===== src/rtl/ubx_pkg.sv =====
package ubx_pkg;

   // Which level of an output-enable input turns the drivers on.
   typedef enum logic {
      OE_ACT_HIGH = 1'b0,
      OE_ACT_LOW  = 1'b1
   } oe_pol_e;

   // Which strobe transition loads the storage stage.
   typedef enum logic {
      CAP_FALL = 1'b0,
      CAP_RISE = 1'b1
   } cap_edge_e;

   localparam int unsigned UBX_DEF_WIDTH = 18;

endpackage


===== src/rtl/ubx_strobe_det.sv =====
module ubx_strobe_det #(
   parameter ubx_pkg::cap_edge_e EDGE = ubx_pkg::CAP_FALL
) (
   input  logic clk,
   input  logic rst_n,
   input  logic cp,
   output logic strobe
);

   logic cp_q;

   // Previous strobe level, cleared so reset never fakes a transition.
   always_ff @(posedge clk or negedge rst_n) begin
      if (!rst_n) cp_q <= 1'b0;
      else        cp_q <= cp;
   end

   generate
      if (EDGE == ubx_pkg::CAP_FALL) begin : g_fall
         assign strobe = cp_q & ~cp;
      end else begin : g_rise
         assign strobe = ~cp_q & cp;
      end
   endgenerate

endmodule


===== src/rtl/ubx_hold_cell.sv =====
module ubx_hold_cell #(
   parameter int unsigned WIDTH = ubx_pkg::UBX_DEF_WIDTH
) (
   input  logic             clk,
   input  logic             rst_n,
   input  logic             le,
   input  logic             strobe,
   input  logic [WIDTH-1:0] d,
   output logic [WIDTH-1:0] y
);

   logic [WIDTH-1:0] held_q;
   logic             load;

   // Transparent phase keeps tracking the input so that the value at
   // the last edge with le high remains once le drops.
   assign load = le | strobe;

   always_ff @(posedge clk or negedge rst_n) begin
      if (!rst_n)    held_q <= '0;
      else if (load) held_q <= d;
   end

   assign y = le ? d : held_q;

endmodule


===== src/rtl/ubx_drive_gate.sv =====
module ubx_drive_gate #(
   parameter int unsigned       WIDTH = ubx_pkg::UBX_DEF_WIDTH,
   parameter ubx_pkg::oe_pol_e  POL   = ubx_pkg::OE_ACT_HIGH
) (
   input  logic             rst_n,
   input  logic             oe_pin,
   input  logic [WIDTH-1:0] y,
   output logic [WIDTH-1:0] data,
   output logic [WIDTH-1:0] en
);

   logic active;

   generate
      if (POL == ubx_pkg::OE_ACT_HIGH) begin : g_hi
         assign active = oe_pin & rst_n;
      end else begin : g_lo
         assign active = ~oe_pin & rst_n;
      end
   endgenerate

   genvar gi;
   generate
      for (gi = 0; gi < WIDTH; gi++) begin : g_bit
         assign en[gi] = active;
      end
   endgenerate

   assign data = y;

endmodule


===== src/rtl/ubx_lane.sv =====
module ubx_lane #(
   parameter int unsigned        WIDTH = ubx_pkg::UBX_DEF_WIDTH,
   parameter ubx_pkg::oe_pol_e   POL   = ubx_pkg::OE_ACT_HIGH,
   parameter ubx_pkg::cap_edge_e EDGE  = ubx_pkg::CAP_FALL
) (
   input  logic             clk,
   input  logic             rst_n,
   input  logic [WIDTH-1:0] d,
   input  logic             le,
   input  logic             cp,
   input  logic             oe_pin,
   output logic [WIDTH-1:0] q,
   output logic [WIDTH-1:0] q_en
);

   logic             strobe;
   logic [WIDTH-1:0] y;

   ubx_strobe_det #(.EDGE(EDGE)) i_det (
      .clk    (clk),
      .rst_n  (rst_n),
      .cp     (cp),
      .strobe (strobe)
   );

   ubx_hold_cell #(.WIDTH(WIDTH)) i_cell (
      .clk    (clk),
      .rst_n  (rst_n),
      .le     (le),
      .strobe (strobe),
      .d      (d),
      .y      (y)
   );

   ubx_drive_gate #(.WIDTH(WIDTH), .POL(POL)) i_gate (
      .rst_n  (rst_n),
      .oe_pin (oe_pin),
      .y      (y),
      .data   (q),
      .en     (q_en)
   );

endmodule


===== src/rtl/ubx_transceiver.sv =====
module ubx_transceiver #(
   parameter int unsigned        WIDTH     = ubx_pkg::UBX_DEF_WIDTH,
   parameter ubx_pkg::oe_pol_e   AB_OE_POL = ubx_pkg::OE_ACT_HIGH,
   parameter ubx_pkg::oe_pol_e   BA_OE_POL = ubx_pkg::OE_ACT_LOW,
   parameter ubx_pkg::cap_edge_e CAP_EDGE  = ubx_pkg::CAP_FALL
) (
   input  logic             clk,
   input  logic             rst_n,
   input  logic [WIDTH-1:0] a_in,
   input  logic [WIDTH-1:0] b_in,
   input  logic             ab_le,
   input  logic             ab_cp,
   input  logic             ab_oe,
   input  logic             ba_le,
   input  logic             ba_cp,
   input  logic             ba_oe_n,
   output logic [WIDTH-1:0] b_out,
   output logic [WIDTH-1:0] b_oe,
   output logic [WIDTH-1:0] a_out,
   output logic [WIDTH-1:0] a_oe
);

   generate
      if (WIDTH < 1) begin : g_bad_width
         $error("ubx_transceiver: WIDTH must be at least 1");
      end
   endgenerate

   ubx_lane #(.WIDTH(WIDTH), .POL(AB_OE_POL), .EDGE(CAP_EDGE)) i_lane_ab (
      .clk    (clk),
      .rst_n  (rst_n),
      .d      (a_in),
      .le     (ab_le),
      .cp     (ab_cp),
      .oe_pin (ab_oe),
      .q      (b_out),
      .q_en   (b_oe)
   );

   ubx_lane #(.WIDTH(WIDTH), .POL(BA_OE_POL), .EDGE(CAP_EDGE)) i_lane_ba (
      .clk    (clk),
      .rst_n  (rst_n),
      .d      (b_in),
      .le     (ba_le),
      .cp     (ba_cp),
      .oe_pin (ba_oe_n),
      .q      (a_out),
      .q_en   (a_oe)
   );

endmodule


===== config.mk =====
export PLATFORM = sky130hd
export DESIGN_NAME = ubx_transceiver
export DESIGN_NICKNAME = d
export VERILOG_FILES = /design/src/rtl/ubx_pkg.sv /design/src/rtl/ubx_strobe_det.sv /design/src/rtl/ubx_hold_cell.sv /design/src/rtl/ubx_drive_gate.sv /design/src/rtl/ubx_lane.sv /design/src/rtl/ubx_transceiver.sv
export SDC_FILE = /design/constraint.sdc
export NUM_CORES = 1
export LEC_CHECK = 0
export BUFFER_PORTS_ARGS = -buffer_cell sky130_fd_sc_hd__buf_2
export CORE_AREA = 2 2 89 91
export CTS_CLUSTER_SIZE = 12
export DETAILED_ROUTE_END_ITERATION = 8
export DIE_AREA = 0 0 91 93
export PLACE_DENSITY_LB_ADDON = 0.3
export SLEW_MARGIN = 30
export SYNTH_ARGS = -nofsm -noshare
export SYNTH_HDL_FRONTEND = slang
export SYNTH_HIERARCHICAL = 1
export SYNTH_SLANG_ARGS = --single-unit

===== constraint.sdc =====
create_clock -name clk -period 1.8 [get_ports clk]
set_input_delay 0.09 -clock clk [delete_from_list [all_inputs] [get_ports clk]]
set_output_delay 0.09 -clock clk [all_outputs]
set_load 0.005 [all_outputs]

==> flow_summary.ini, run 1 <==
[critical_path]
end_kind = output port
worstPathArrival_ns = 1.34
crit_slowest_cell = dlygate4sd3_1
critPathRequiredTime_ns = 1.71
cpPeakStageDelay_ns = 0.52
cp-startpoint = rst_n
cp-start-kind = primary input
cp_max_fo = 18
critical_path.cell_chain = dlygate4sd3_1 -> buf_2 -> and2_1 -> buf_2
r2r_start = i_lane_ba/i_det/cp_q$_DFF_PN0_
path_class = in2out
critPathMostFrequentCell = buf_2

[yosys]
synthTopCellsByCount = 74 x buf_4, 52 x mux2_2, 38 x dfrtp_1
synth_fp_nets = 238
async_reset_ff_frac = 1.000
yosysMostFrequentCell = buf_4
synth_top_family_by_area = multiplexers
synth.mux.area_fraction = 0.3484
synth-compound-area-share = 0
ys_types = 9
synth_area_leaders = dfrtp_1 37%, mux2_2 23%, buf_4 22%
yosysWarnings = 6
synth-main-ff-cell = dfrtp_1
yosysTopAreaCellShare = 0.3740
netlist_instances = 194
yosysTopAreaCell = dfrtp_1
synth_xor_xnor_area_share = 0
synth_edf_count = 0
synth_fa_ha_area_frac = 0
synthSimpleGateAreaFrac = 0.03445
synth-seq-cells = 38
ys_seq_area_frac = 0.3740
netlist_area_um2 = 2542
post_synth.cell_area_avg_um2 = 13.11

[clocking]
clk_pin_slew_ns = 0.07
insertion_delay_ns = 0.28
cts-hold-fix-buffers = 3
cts_made_buffers = 5
post-cts-setup-buffer-count = 0
cts.sinks = 38
cts-resized-gates = 0
clockBufferDepth = 2
h-tree-depth = 2
root_buffer = clkbuf_8
cts_tree = yes

[floorplanning]
ios = 116
fp-row-count = 32
core_um2 = 7527
die_area_um2 = 8463
dieHeight_um = 93
initial_core_util = 0.3378
die_x_um = 91

[routing]
drt_iter0_drc = 28
vias_per_cell = 4.214
wl_um = 4109
wire_per_inst_um = 11.88
drc_errors = 0
first_pass_iters = 4
ant_nets = 0
num_vias = 1458

[power]
combPwrFrac = 0.240
clockPowerShare = 0.285
seq_power_share = 0.475
internal_power_w = 0.001548
swShare = 0.2467
leakage_nw = 1.400
power_density_nw_per_um2 = 743.6
irDropWorstVdd_uv = 248.2
p_sw_w = 0.0005071

[placed_design]
placed_cells = 335
gp_congestion = 0.6441
dp_slack_ns = 0.4648
io_buffers = 115
dp_hpwl_um = 3023

[grt]
grt_overflow = 0
antenna_found_initial = 0
grt_pass1_wl_um = 6762
track_usage = 0.1004
grt_pass1_vias = 1429
grt_max_degree = 23

[final_layout]
stdcell_count = 346
area_growth_pct = 8.711
antenna_cells = 0
nets = 287
fin_util = 0.3672
layout-drive-gt1-share = 0.8238
fill_cells = 786

[timing]
slew_headroom = 0.6673
period_share = 0.7923
tns_ns = 0
drv_slew = 0
clock_skew_ns = 0.004594
fin_crit_ns = 1.426
worst_pin_slew_ns = 0.4991
fin_ws_ns = 0.3739
hold_viol = 0
setup_viol = 0
fmax_mhz = 701.2
rsz0062_at_grt = false

[hold_path]
holdCritStartpoint = a_in[12]
hold_class = in2reg

[job]
drv_cap = 0

[outcome]
status = finished clean
-- worst max-delay path, delay by kind of cell --
kind                   cells  cell delay (ns)
AND/OR/NAND/NOR            1             0.37
buffers and inverters      3             0.87
-- sequential cells by signal (all words and copies together), names as in the netlist --
register and cells:
i_lane_ab/i_cell/held_q 18, i_lane_ba/i_cell/held_q 18, i_lane_ab/i_det/cp_q 1, i_lane_ba/i_det/cp_q 1
-- logic make-up (layout without fill, tap and decap cells) --
group / count (synthesis) / after routing
flip-flops: 38 / 38
buffers and inverters: 78 / 128
AND/OR/NAND/NOR: 6 / 6
multiplexers: 72 / 72
-- layout by cell type (no fill, tap or decap) --
cell type	instances
buf_4	2
buf_2	115
and2_1	1
dlygate4sd3_1	3
clkinv_2	1
clkbuf_1	1
mux2_2	52
mux2_4	20
dfrtp_1	38
clkbuf_8	6
nor2_8	2
nor2b_4	3
-- power by group through the flow --
stage	combinational (W)	sequential, W	clock (W)
finish	0.000493	0.000976	0.000586
global route	0.000544	0.000987	0.000676
CTS	0.000506	0.000976	0.000626
detailed placement	0.000498	0.000991	0
global placement	0.000493	0.000992	0
floorplan	0.000467	0.000981	0
-- worst paths after layout --
kind | end | slack, ns | cells past startpoint
worst max-delay path | b_oe[7] | 0.37 | 4
worst min-delay path | i_lane_ab/i_cell/held_q[12]$_DFFE_PN0P_ | 0.05 | 2
worst max register to register | i_lane_ba/i_cell/held_q[16]$_DFFE_PN0P_ | 0.47 | 3
worst min register to register | i_lane_ba/i_cell/held_q[2]$_DFFE_PN0P_ | 0.51 | 1
max in group asynchronous | i_lane_ab/i_cell/held_q[17]$_DFFE_PN0P_ | 1.16 | 3
min in group asynchronous | i_lane_ab/i_cell/held_q[5]$_DFFE_PN0P_ | 0.38 | 3
-- layout make-up --
type | instances | area (µm²) | area share
clock inverter | 1 | 5.005 | 0.001811
sequential | 38 | 950.9 | 0.3440
timing repair buffer | 120 | 620.6 | 0.2245
multi-input combinational | 78 | 973.4 | 0.3522
tap | 102 | 127.6 | 0.04617
clock buffer | 7 | 86.33 | 0.03124
-- layer usage --
metal	vias to the layer above	share of wire	GRT usage
met5	-	0	0
met4	0	0.010	0.03409
met3	4	0.10	0.03546
met2	82	0.47	0.1636
met1	694	0.42	0.1241
li1	678	-	-
-- metrics by stage --
step / area (µm²) / hold WS [ns] / total power, W
final: 2764 / 0.04725 / 0.002055
after global routing: 2764 / 0.03072 / 0.002207
after CTS: 2764 / 0.03386 / 0.002108
after detailed placement: 2643 / 0.1772 / 0.001490
after global placement: 2643 / 0.1814 / 0.001486
after floorplan: 2542 / -0.2056 / 0.001447
Note: power is estimated with default switching activity, not from simulation.
==> run 2, diff against run 1 <==
==> constraint.sdc (replaced) <==
create_clock -name clk -period 1.4 [get_ports clk]
set_input_delay 0.07 -clock clk [delete_from_list [all_inputs] [get_ports clk]]
set_output_delay 0.07 -clock clk [all_outputs]
set_load 0.005 [all_outputs]
==> run 2 against run 1 <==
- die area did not move
- core utilization rose by 0.20 points
- total power rose by 27%
- critical endpoint is now i_lane_ba/i_cell/held_q[2]$_DFFE_PN0P_
- sequential share of layout area fell by 0.19 points
==> flow_summary.ini, run 2 (same netlist as run 1, synthesis figures left out) <==
[timing]
fin_ws_ns = 0.09707
rsz0062_at_grt = false
drv_slew = 0
slew_headroom = 0.6735
clock_skew_ns = 0.008217
tns_ns = 0
period_share = 0.9307
setup_viol = 0
fin_crit_ns = 1.303
worst_pin_slew_ns = 0.4898
hold_viol = 0
fmax_mhz = 767.5

[grt]
track_usage = 0.09917
met2_usage = 0.1654
grt_use_met1 = 0.1199
grt_overflow = 0
grt_pass1_vias = 1418
met3_usage = 0.03384
grt_pass1_wl_um = 6617
antenna_found_initial = 0
busiest_layer = met2
grt_max_degree = 21

[critical_path]
end_kind = register
cp-start-kind = primary input
worstPathArrival_ns = 1.47
critPathRequiredTime_ns = 1.56
cp_max_fo = 18
path_class = in2reg

[floorplanning]
core_um2 = 7527
fp-row-count = 32
initial_core_util = 0.3378
dieHeight_um = 93
die_area_um2 = 8463
ios = 116
die_x_um = 91

[routing]
drt_iter0_drc = 25
vias_per_cell = 4.259
ant_nets = 0
drc_errors = 0
num_vias = 1478
first_pass_iters = 4
wl_um = 4168
wire_per_inst_um = 12.01

[final_layout]
layout-drive-gt1-share = 0.8286
nets = 289
reg_top3 = i_lane_ab/i_cell/held_q x18, i_lane_ba/i_cell/held_q x18
layout_commonest_cell = buf_2
antenna_cells = 0
final_cell_mix = 115 x buf_2, 52 x mux2_2, 38 x dfrtp_1
area_growth_pct = 9.301
fill_cells = 769

[job]
drv_cap = 0

[clocking]
post-cts-setup-buffer-count = 0
cts.sinks = 38
insertion_delay_ns = 0.28
cts_made_buffers = 5
h-tree-depth = 2
cts_tree = yes
cts-resized-gates = 0
root_buffer = clkbuf_8
clk_pin_slew_ns = 0.08
clockBufferDepth = 2

[power]
p_sw_w = 0.0006683
irDropWorstVdd_uv = 349.6
power_density_nw_per_um2 = 937.2
internal_power_w = 0.001936
clockPowerShare = 0.271
power_w = 0.002604
seq_power_share = 0.482
combPwrFrac = 0.248
swShare = 0.2566
leakage_nw = 1.409

[outcome]
status = finished clean

[placed_design]
gp_congestion = 0.6217
dp_hpwl_um = 3106
dp_slack_ns = 0.08259
io_buffers = 115

[hold_path]
hold_class = in2reg
-- run 2: changes by cell type in the layout (fill, tap and decap cells not counted) --
cell / before / now
buf_4: 2 / 3
clkbuf_1: 1 / 0
buf_12: 0 / 1
clkbuf_8: 6 / 5
clkinv_2: 1 / 2
-- run 2: routing by layer --
metal,vias up,share of wire
met5,-,0
met4,0,0.014
met3,5,0.086
met2,78,0.47
met1,718,0.43
li1,677,-
-- run 2: power by group through the flow --
stage               sequential, W  combinational [W]  clock [W]
finish                    0.00125           0.000645   0.000705
global route              0.00127           0.000708   0.000812
CTS                       0.00125           0.000662   0.000748
detailed placement        0.00128           0.000650          0
global placement          0.00127           0.000646          0
floorplan                 0.00126           0.000600          0
-- run 2: repair_timing --
item | in CTS | in global routing
hold endpoints to repair | 40 | 0
setup endpoints to repair | 0 | 0
hold buffers | 3 | 0
-- run 2: final cells by class --
type / count / area [µm²] / share of cell area
tap: 102 / 127.6 / 0.04593
clock buffer: 5 / 68.82 / 0.02476
timing repair buffer: 122 / 648.1 / 0.2332
multi-input combinational: 78 / 973.4 / 0.3503
clock inverter: 2 / 10.01 / 0.003602
sequential: 38 / 950.9 / 0.3422
-- run 2: worst max-delay path: stages --
cell           delay [ns]
dlygate4sd3_1        0.51
buf_2                0.13
nor2b_4              0.05
nor2_8               0.31
mux2_2               0.38
-- run 2: path summary, 6_finish.rpt --
check	startpoint	end	slack [ns]	cells past startpoint
setup reg to reg	i_lane_ba/i_det/cp_q$_DFF_PN0_	i_lane_ba/i_cell/held_q[2]$_DFFE_PN0P_	0.1	3
max in group asynchronous	rst_n	i_lane_ba/i_cell/held_q[17]$_DFFE_PN0P_	0.70	3
min in group asynchronous	rst_n	i_lane_ab/i_cell/held_q[9]$_DFFE_PN0P_	0.46	3
hold reg to reg	i_lane_ab/i_cell/held_q[1]$_DFFE_PN0P_	i_lane_ab/i_cell/held_q[1]$_DFFE_PN0P_	0.51	1
setup / recovery	ba_cp	i_lane_ba/i_cell/held_q[2]$_DFFE_PN0P_	0.1	5
hold / removal	a_in[5]	i_lane_ab/i_cell/held_q[5]$_DFFE_PN0P_	0.02	2
-- run 2: metrics by stage --
stage / utilization / cells / hold WS, ns / cell area (µm²)
finish: 0.3692 / 347 / 0.02143 / 2779
CTS: 0.3692 / 347 / 0.01187 / 2779
floorplan: - / 194 / -0.2256 / 2542
global route: 0.3692 / 347 / 0.005527 / 2779
global placement: 0.3547 / 337 / 0.1729 / 2670
detailed placement: 0.3547 / 337 / 0.1677 / 2670
==> run 3, diff against run 2 <==
--- a/config.mk
+++ b/config.mk
@@ -5,11 +5,12 @@
 export SDC_FILE = /design/constraint.sdc
 export NUM_CORES = 1
 export LEC_CHECK = 0
+export ABC_AREA = 1
 export BUFFER_PORTS_ARGS = -buffer_cell sky130_fd_sc_hd__buf_2
-export CORE_AREA = 2 2 89 91
+export CORE_AREA = 2 2 90 92
 export CTS_CLUSTER_SIZE = 12
 export DETAILED_ROUTE_END_ITERATION = 8
-export DIE_AREA = 0 0 91 93
+export DIE_AREA = 0 0 92 94
 export PLACE_DENSITY_LB_ADDON = 0.3
 export SLEW_MARGIN = 30
 export SYNTH_ARGS = -nofsm -noshare
==> run 3 against run 2 <==
- final area grew 1.7%
- clock power grew 6.8%
- sequential cell count unchanged
- total power is 0.93% lower
- first-iteration DRC count grew to 2.7 times the previous value
- critical endpoint is now i_lane_ab/i_cell/held_q[12]$_DFFE_PN0P_
- largest cell class is now flip-flops and latches
- highest routed layer unchanged
==> flow_summary.ini, run 3 <==
[critical_path]
path_buf_inv = 2
end_kind = register
critPathRequiredTime_ns = 1.56
cpPeakStageDelay_ns = 0.53
crit_family = buffers and inverters
crit_slowest_cell = dlygate4sd3_1
worstPathArrival_ns = 1.41
critPathMostFrequentCell = nand2_1
path_class = in2reg
critical_path.cell_chain = dlygate4sd3_1 -> buf_2 -> nor2_4 -> nor2_8 -> nand2_1 -> nand2_1
cp_max_fo = 19
cp-start-kind = primary input

[yosys]
synth_fp_nets = 398
netlist_instances = 354
yosysMostFrequentCell = nand2_1
synth_area_leaders = dfrtp_1 37%, buf_4 21%, nand2_1 16%
synthTopCellsByCount = 109 x nand2_1, 74 x buf_4, 72 x o21ai_0
post_synth.cell_area_avg_um2 = 7.316
synth-main-ff-cell = dfrtp_1
netlist_area_um2 = 2590
ys_seq_area_frac = 0.3671
synth_edf_count = 0
async_reset_ff_frac = 1.000
yosysTopAreaCellShare = 0.3671
yosysTopAreaCell = dfrtp_1
ys_types = 10
synth-seq-cells = 38
yosysWarnings = 6

[power]
power_density_nw_per_um2 = 912.8
irDropWorstVdd_uv = 326.4
leakage_nw = 1.641
power_w = 0.002580

[routing]
wl_um = 5028
ant_nets = 0
first_pass_iters = 3
wire_per_inst_um = 10.12
drc_errors = 0
num_vias = 2076
drt_iter0_drc = 68
vias_per_cell = 4.177

[floorplanning]
die_x_um = 92
fp-row-count = 32
dieHeight_um = 94
core_um2 = 7607
initial_core_util = 0.3405
ios = 116
die_area_um2 = 8648

[final_layout]
layout-drive-gt1-share = 0.3342
final_cell_mix = 115 x buf_2, 109 x nand2_1, 72 x o21ai_0
reg_top3 = i_lane_ab/i_cell/held_q x18, i_lane_ba/i_cell/held_q x18
area_growth_pct = 9.130
nets = 438
fill_cells = 844
antenna_cells = 0
layout_commonest_cell = buf_2
stdcell_count = 497
fin_util = 0.3715

[timing]
drv_slew = 0
worst_pin_slew_ns = 0.4691
fmax_mhz = 802.5
fin_crit_ns = 1.246
hold_viol = 0
clock_skew_ns = 0.004784
period_share = 0.8901
rsz0062_at_grt = false
tns_ns = 0
setup_viol = 0
slew_headroom = 0.6865

[job]
drv_cap = 0

[grt]
grt_pass1_vias = 1865
track_usage = 0.1142
grt_pass1_wl_um = 8107
grt_max_degree = 56
antenna_found_initial = 0
grt_overflow = 0

[placed_design]
dp_hpwl_um = 3806
io_buffers = 115
placed_cells = 486
gp_congestion = 0.7023

[clocking]
cts.sinks = 38
h-tree-depth = 2
clk_pin_slew_ns = 0.07
insertion_delay_ns = 0.28
cts_made_buffers = 5
cts_tree = yes
clockBufferDepth = 2
root_buffer = clkbuf_8

[outcome]
status = finished clean

[hold_path]
hold_class = in2reg
run 3: cell count changes in the layout (fill, tap and decap cells not counted), sizes merged:
cell | previous run | this run
inv | 0 | 40
nand2 | 0 | 109
clkbuf | 5 | 7
clkinv | 2 | 1
nor2b | 3 | 0
mux2 | 72 | 0
nor2 | 2 | 5
o21ai | 0 | 72
and2 | 1 | 0
buf | 119 | 120
run 3: logic make-up after synthesis:
kind of cell    count (synthesis)  share of synthesized area
flops                          38                     0.3671
simple gates                  114                     0.1807
buf+inv                       130                     0.3130
compound gates                 72                     0.1391
run 3: path summary, 6_finish.rpt:
check,start,endpoint,slack (ns),depth (start not counted)
min reg2reg,i_lane_ab/i_cell/held_q[2]$_DFFE_PN0P_,i_lane_ab/i_cell/held_q[2]$_DFFE_PN0P_,0.48,2
min,a_in[13],i_lane_ab/i_cell/held_q[13]$_DFFE_PN0P_,0.03,3
max in group asynchronous,rst_n,i_lane_ba/i_cell/held_q[1]$_DFFE_PN0P_,0.78,3
max,ab_cp,i_lane_ab/i_cell/held_q[12]$_DFFE_PN0P_,0.15,6
max reg2reg,i_lane_ab/i_det/cp_q$_DFF_PN0_,i_lane_ab/i_cell/held_q[12]$_DFFE_PN0P_,0.26,5
min in group asynchronous,rst_n,i_lane_ab/i_cell/held_q[5]$_DFFE_PN0P_,0.41,3
run 3: per-stage QoR:
step                      worst slack, ns  instance area [µm²]  hold slack [ns]
after global routing             0.009276                 2826          0.02117
after floorplan                    0.3678                 2590          -0.2256
after global placement           -0.06074                 2695           0.1462
after detailed placement         -0.04581                 2695           0.1436
after CTS                         0.03666                 2821          0.01707
final                              0.1539                 2826          0.02696
run 3: layout make-up:
type	instances	area [µm²]	area share
flip-flops and latches	38	950.9	0.3364
multi-input cells	186	838.3	0.2966
repair buffers	123	668.1	0.2364
inverters	40	150.1	0.05312
well taps	102	127.6	0.04515
clock buffers	7	86.33	0.03054
clock inverters	1	5.005	0.001771
run 3: power breakdown:
group	total (W)	leakage (nW)	switching (W)	internal, W
logic	0.000572	1.14	0.000316	0.000257
registers	0.00125	0.458	0.0000542	0.00120
clock network	0.000753	0.0482	0.000356	0.000397
total	0.00258	1.64	0.000726	0.00185
run 3: metal layers:
layer / wire (µm) / track usage / vias up / share of wire
li1: - / - / 1090 / -
met1: 2218 / 0.1346 / 910 / 0.44
met2: 2473 / 0.2083 / 71 / 0.49
met3: 290 / 0.02247 / 5 / 0.058
met4: 45 / 0.03731 / 0 / 0.0089
met5: 0 / 0 / - / 0
run 3: worst min-delay path: stages:
cell and delay (ns):
buf_2 0.08, o21ai_0 0.07, nand2_1 0.05
run 3: timing repair:
action                                  in CTS  in global routing
buffers inserted                             0                  0
hold endpoints to repair                    40                  0
hold buffers                                 3                  0
resized for setup                            1                  1
endpoints found under the setup margin      18                 18
